==> config.mk <==
export PLATFORM = sky130hd
export DESIGN_NAME = fp_store_fmt
export DESIGN_NICKNAME = d
export VERILOG_FILES = /design/src/rtl/fps_pkg.sv /design/src/rtl/fps_agen.sv /design/src/rtl/fps_fmt.sv /design/src/rtl/fps_req_stage.sv /design/src/rtl/fp_store_fmt.sv
export SDC_FILE = /design/constraint.sdc
export NUM_CORES = 1
export LEC_CHECK = 0
export ABC_AREA = 1
export BUFFER_PORTS_ARGS = -buffer_cell sky130_fd_sc_hd__buf_4
export CAP_MARGIN = 20
export CORE_ASPECT_RATIO = 1.75
export CORE_MARGIN = 5
export CORE_UTILIZATION = 42
export CTS_BUF_LIST = sky130_fd_sc_hd__clkbuf_8
export DETAILED_ROUTE_END_ITERATION = 10
export GPL_TIMING_DRIVEN = 0
export HOLD_SLACK_MARGIN = 0.06
export PLACE_DENSITY = 0.69
export SYNTH_ARGS = -nofsm -noshare
export SYNTH_HDL_FRONTEND = slang
export SYNTH_SLANG_ARGS = --single-unit
==> constraint.sdc <==
create_clock -name clk -period 0.8 [get_ports clk]
set_input_delay 0.04 -clock clk [delete_from_list [all_inputs] [get_ports clk]]
set_output_delay 0.04 -clock clk [all_outputs]
set_load 0.02 [all_outputs]
==> src/rtl/fps_pkg.sv <==
package fps_pkg;

    // Operation codes presented on in_op
    typedef enum logic [2:0] {
        FOP_SGL_D = 3'd0,
        FOP_SGL_X = 3'd1,
        FOP_DBL_D = 3'd2,
        FOP_DBL_X = 3'd3,
        FOP_WRD_X = 3'd4
    } fop_e;

    // Data layout chosen by the formatter
    typedef enum logic [1:0] {
        FK_SINGLE = 2'd0,
        FK_DOUBLE = 2'd1,
        FK_WORD   = 2'd2
    } fkind_e;

    // Request stage states
    typedef enum logic {
        RS_IDLE = 1'b0,
        RS_EMIT = 1'b1
    } rstate_e;

    localparam int unsigned SIZE_W = 4;

endpackage

==> src/rtl/fps_agen.sv <==
module fps_agen #(
    parameter int unsigned ADDR_W = 64,
    parameter int unsigned DISP_W = 16
) (
    input  logic [ADDR_W-1:0] base_val,
    input  logic              base_is_zero,
    input  logic [DISP_W-1:0] disp,
    input  logic [ADDR_W-1:0] index_val,
    input  logic              use_index,
    output logic [ADDR_W-1:0] ea
);
    localparam int unsigned EXT_W = ADDR_W - DISP_W;

    logic [ADDR_W-1:0] base_term;
    logic [ADDR_W-1:0] disp_ext;
    logic [ADDR_W-1:0] off_term;

    always_comb begin
        base_term = base_is_zero ? '0 : base_val;
        disp_ext  = {{EXT_W{disp[DISP_W-1]}}, disp};
        off_term  = use_index ? index_val : disp_ext;
        ea        = base_term + off_term;
    end
endmodule

==> src/rtl/fps_fmt.sv <==
module fps_fmt
    import fps_pkg::*;
#(
    parameter int unsigned DATA_W = 64
) (
    input  logic [DATA_W-1:0] frs,
    input  fkind_e            kind,
    output logic [DATA_W-1:0] data,
    output logic [SIZE_W-1:0] size
);
    // Double format field layout
    localparam int unsigned DEXP_W  = 11;
    localparam int unsigned DFRAC_W = 52;
    // Single format field layout
    localparam int unsigned SEXP_W  = 8;
    localparam int unsigned SFRAC_W = 23;
    localparam int unsigned SGL_W   = 1 + SEXP_W + SFRAC_W;
    localparam int unsigned PAD_W   = DATA_W - SGL_W;
    localparam int unsigned DBIAS   = (1 << (DEXP_W - 1)) - 1;
    localparam int unsigned SBIAS   = (1 << (SEXP_W - 1)) - 1;
    localparam logic [DEXP_W-1:0] REBASE  = DEXP_W'(DBIAS - SBIAS);
    localparam logic [DEXP_W-1:0] DEXP_HI = '1;
    localparam logic [SIZE_W-1:0] SZ_WORD = SIZE_W'(SGL_W / 8);
    localparam logic [SIZE_W-1:0] SZ_DBL  = SIZE_W'(DATA_W / 8);

    logic                 sgn;
    logic [DEXP_W-1:0]    dexp;
    logic [SFRAC_W-1:0]   frac_top;
    logic [DEXP_W-1:0]    rebased;
    logic [SEXP_W-1:0]    sexp;
    logic [SGL_W-1:0]     sgl;

    always_comb begin
        sgn      = frs[DATA_W-1];
        dexp     = frs[DATA_W-2 -: DEXP_W];
        frac_top = frs[DFRAC_W-1 -: SFRAC_W];
        rebased  = dexp - REBASE;
        if (dexp == DEXP_HI) begin
            sexp = '1;
        end else if (dexp == '0) begin
            sexp = '0;
        end else begin
            sexp = rebased[SEXP_W-1:0];
        end
        sgl = {sgn, sexp, frac_top};
    end

    always_comb begin
        unique case (kind)
            FK_DOUBLE: begin
                data = frs;
                size = SZ_DBL;
            end
            FK_WORD: begin
                data = {{PAD_W{1'b0}}, frs[SGL_W-1:0]};
                size = SZ_WORD;
            end
            default: begin
                data = {{PAD_W{1'b0}}, sgl};
                size = SZ_WORD;
            end
        endcase
    end
endmodule

==> src/rtl/fps_req_stage.sv <==
module fps_req_stage
    import fps_pkg::*;
#(
    parameter int unsigned ADDR_W = 64,
    parameter int unsigned DATA_W = 64
) (
    input  logic              clk,
    input  logic              rst_n,
    input  logic              take,
    input  logic [ADDR_W-1:0] ea,
    input  logic [SIZE_W-1:0] size,
    input  logic [DATA_W-1:0] data,
    output logic              req_valid,
    output logic [ADDR_W-1:0] req_addr,
    output logic [SIZE_W-1:0] req_size,
    output logic [DATA_W-1:0] req_data
);
    rstate_e state_q;
    rstate_e state_d;

    always_comb begin
        state_d = state_q;
        unique case (state_q)
            RS_IDLE: state_d = take ? RS_EMIT : RS_IDLE;
            RS_EMIT: state_d = take ? RS_EMIT : RS_IDLE;
            default: state_d = RS_IDLE;
        endcase
    end

    // State register
    always_ff @(posedge clk or negedge rst_n) begin
        if (!rst_n) begin
            state_q <= RS_IDLE;
        end else begin
            state_q <= state_d;
        end
    end

    // Output payload register
    always_ff @(posedge clk or negedge rst_n) begin
        if (!rst_n) begin
            req_addr <= '0;
            req_size <= '0;
            req_data <= '0;
        end else if (take) begin
            req_addr <= ea;
            req_size <= size;
            req_data <= data;
        end
    end

    assign req_valid = (state_q == RS_EMIT);
endmodule

==> src/rtl/fp_store_fmt.sv <==
module fp_store_fmt
    import fps_pkg::*;
#(
    parameter int unsigned ADDR_W = 64,
    parameter int unsigned DATA_W = 64,
    parameter int unsigned DISP_W = 16
) (
    input  logic              clk,
    input  logic              rst_n,
    input  logic              in_valid,
    input  logic [2:0]        in_op,
    input  logic [DATA_W-1:0] in_frs,
    input  logic [ADDR_W-1:0] in_base,
    input  logic              in_base_idx_zero,
    input  logic [DISP_W-1:0] in_disp,
    input  logic [ADDR_W-1:0] in_index,
    output logic              req_valid,
    output logic [ADDR_W-1:0] req_addr,
    output logic [3:0]        req_size,
    output logic [DATA_W-1:0] req_data
);
    logic              op_legal;
    logic              op_indexed;
    fkind_e            op_kind;
    logic [ADDR_W-1:0] ea;
    logic [DATA_W-1:0] fmt_data;
    logic [SIZE_W-1:0] fmt_size;

    always_comb begin
        op_legal   = 1'b1;
        op_indexed = 1'b0;
        op_kind    = FK_SINGLE;
        unique case (in_op)
            FOP_SGL_D: begin op_kind = FK_SINGLE; end
            FOP_SGL_X: begin op_kind = FK_SINGLE; op_indexed = 1'b1; end
            FOP_DBL_D: begin op_kind = FK_DOUBLE; end
            FOP_DBL_X: begin op_kind = FK_DOUBLE; op_indexed = 1'b1; end
            FOP_WRD_X: begin op_kind = FK_WORD;   op_indexed = 1'b1; end
            default:   begin op_legal = 1'b0; end
        endcase
    end

    fps_agen #(.ADDR_W(ADDR_W), .DISP_W(DISP_W)) u_agen (
        .base_val     (in_base),
        .base_is_zero (in_base_idx_zero),
        .disp         (in_disp),
        .index_val    (in_index),
        .use_index    (op_indexed),
        .ea           (ea)
    );

    fps_fmt #(.DATA_W(DATA_W)) u_fmt (
        .frs  (in_frs),
        .kind (op_kind),
        .data (fmt_data),
        .size (fmt_size)
    );

    fps_req_stage #(.ADDR_W(ADDR_W), .DATA_W(DATA_W)) u_stage (
        .clk       (clk),
        .rst_n     (rst_n),
        .take      (in_valid && op_legal),
        .ea        (ea),
        .size      (fmt_size),
        .data      (fmt_data),
        .req_valid (req_valid),
        .req_addr  (req_addr),
        .req_size  (req_size),
        .req_data  (req_data)
    );
endmodule

==> qor.yml <==
fin_ws_ps: -1440
max_cap_violations: 0
cp.arrival_ps: 2650
routed_wirelength_um: 57000
worstReg2RegStart: "u_stage.req_addr[30]"
slew_headroom: 0.286
utilization: 0.687
cts_tree: "yes"
initial_core_util: 0.426
ys_seq_area_frac: 0.269
ys_warn_count: 0
root_buffer: "clkbuf_8"
synthTopCellsByArea: "dfrtp_1 (27%), nand2_1 (24%), inv_1 (13%), ha_1 (6.7%), nor2_1 (5.8%)"
syn_area_per_cell_um2: 5.81
grt_start_max_net_pins: 97
path_clk_slew_ps: 80
ys_async_sr_fraction: 1.00
path_class: "in -> reg"
cp-start-kind: "primary input"
grt_antenna_before_repair: 2
track_usage: 0.331
cts.sinks: 131
synth_edf_count: 0
cts_made_buffers: 17
peakVddDrop_mv: 1.07
synth.top_cell.area_share: 0.269
core_um2: 28600
fmax_ghz: 0.446
rsz0062_at_grt: "yes"
finalNetCount: 2891
setup_violations: 259
leakage_nw: 10.9
hpwl_um: 45700
synth-main-ff-cell: "dfrtp_1"
hold_path.class: "in -> async"
gp_congestion: 0.990
violations: "negative hold slack, negative setup slack"
h-tree-depth: 4
cp-end-kind: "flip-flop"
status: "finished with violations"
r2r-end: "u_stage.req_addr[30]"
drtPass1Iterations: 8
final.min_clock_period_ps: 2240
ios: 348
postLayoutCellArea_um2: 19700
synthesis.area_um2: 12200
drt-vias-per-instance: 5.04
grt_pass1_wl_um: 83300
grt_pass1_vias: 15100
critPathRequiredTime_ps: 1210
overflow: 0
critPathMaxFanout: 6
reg2reg_slack_ps: 70
die_area_um2: 32700
rows: 82
vias: 15100
wl_per_cell_um: 19.0
placed_area_um2: 16000
remaining_drc_errors: 0
synth_seq_cells: 131
preCtsSetupSlack_ps: -2630
tightest_slew_ps: 1070
slew_violations: 0
drive_gt1_frac: 0.364
worst_hold_slack_ps: -542
portBuffers: 344
insertion_delay_ps: 470
synthToLayoutAreaGrowth_pct: 61.3
first_iter_violations: 614
synth_cells: 2097
yosysTopAreaCell: "dfrtp_1"
yosysUniqueCellTypes: 34
die_w_um: 139
clock_skew_ps: 0
finalHoldViolCount: 131
r2r_cells: 2
power.density_nw_per_um2: 1580
fin_crit_sh: 2.80
ant_nets: 0
die_h_um: 235
cts_max_path_buffers: 2
registers in the layout, summed over array words and instances (netlist names):
register	cells
u_stage.req_addr	64
u_stage.req_data	64
u_stage.req_size	2
u_stage.req_valid	1
cell usage after synthesis (3+ instances only):
library cell	number
o21ai_1	17
nor3_1	11
o21ai_0	83
clkbuf_1	40
nand3_1	118
a21oi_1	41
nand3_2	3
dfrtp_1	131
buf_2	15
nor4_1	4
mux2_2	15
nor2_2	23
clkinv_1	3
nand2_2	13
and2_1	3
nand2_1	788
ha_1	65
nor3_2	4
xnor2_1	27
nor2_1	188
inv_1	436
a31oi_1	27
inv_2	8
nand4_1	12
nand3b_1	8
layout make-up:
class	instances	area (µm²)
Fill cell	2527	8960
Inverter	447	1690
Buffer	57	488
Clock inverter	13	173
Antenna cell	2	5.00
Multi-Input combinational cell	1463	9130
Clock buffer	18	248
Timing Repair Buffer	493	4180
Sequential cell	131	3280
Tap cell	378	473
stage by stage:
| stage | TNS [ps] | power [mW] | hold WS (ps) | cells |
|---|---|---|---|---|
| final | -128860 | 31.0 | -542 | 3002 |
| after global routing | -141640 | 32.4 | -527 | 3002 |
| after CTS | -129790 | 29.7 | -543 | 2970 |
| after detailed placement | -189510 | 21.6 | -26.8 | 2821 |
| after global placement | -303300 | 21.5 | 247 | 2820 |
| after floorplan | -88700 | 16.0 | -256 | 2098 |
worst max-delay path by stage:
| stage | from | end | cells past startpoint |
|---|---|---|---|
| after floorplan | in_op[1] | u_stage.req_addr[48] | 16 |
| after global placement | in_base_idx_zero | u_stage.req_addr[58] | 15 |
| after detailed placement | in_base_idx_zero | u_stage.req_addr[50] | 15 |
| after CTS | in_op[0] | u_stage.req_addr[60] | 19 |
| after global routing | in_op[1] | u_stage.req_addr[59] | 18 |
| final | in_op[1] | u_stage.req_addr[56] | 19 |
critical path, stage by stage:
cell and delay, ps:
buf_8 110, o21ai_4 170, o21ai_4 120, nand2_4 190, clkbuf_8 190, o21ai_0 80, ha_1 350, buf_4 140
nand2_2 90, nor2_2 180, inv_2 70, nor2_2 120, inv_1 60, nor2_1 150, and2_1 170, nand2_2 60
nand3_1 90, nand3_2 150, nand2_1 110
layer usage:
layer,track usage,part of all wire,wire [µm]
met4,0.296,0.11,6290
met5,0,0,0
met1,0.293,0.31,17700
met3,0.0407,0.038,2180
met2,0.636,0.54,30800
what timing repair did:
| item | in CTS | in global routing |
|---|---|---|
| setup endpoints to repair | 258 | 260 |
| hold buffers | 64 | 1 |
| setup buffers | 50 | 28 |
| gates resized for setup | 289 | 233 |
| pin swaps | 70 | 75 |
| gates cloned | 4 | 1 |
| endpoints found under the hold margin | 196 | 134 |
report_power, final:
part / switching, mW / internal (mW)
registers: 0.775 / 7.76
logic: 9.38 / 6.90
clock network: 2.99 / 3.20
cells in the final DEF (no fill, tap or decap), types with 14 or more instances in the layout:
cell type,n
nand2_1,639
nor2_4,34
inv_1,419
nor2_1,146
ha_2,20
ha_4,32
o21ai_0,28
a31oi_1,27
o21ai_1,59
inv_2,25
nand2_4,39
nand3_4,17
dlygate4sd3_1,61
dfrtp_1,130
buf_6,55
nand2_2,122
xnor2_1,14
mux2_4,15
nor2_2,31
buf_4,369
a21oi_2,25
nand3_1,69
nand3_2,35
clkbuf_8,33
kinds of logic (layout without fill, tap and decap cells):
group	Yosys count	count (layout)	synth area share
simple gates	1179	1179	0.396
compound gates	172	172	0.0744
xor+xnor	29	29	0.0208
mux	15	15	0.0139
flops	131	131	0.269
buf+inv	504	1028	0.157
other cells	1	4	0.000308
fa+ha+maj	66	66	0.0683
Power figures use the tool's default switching activity.
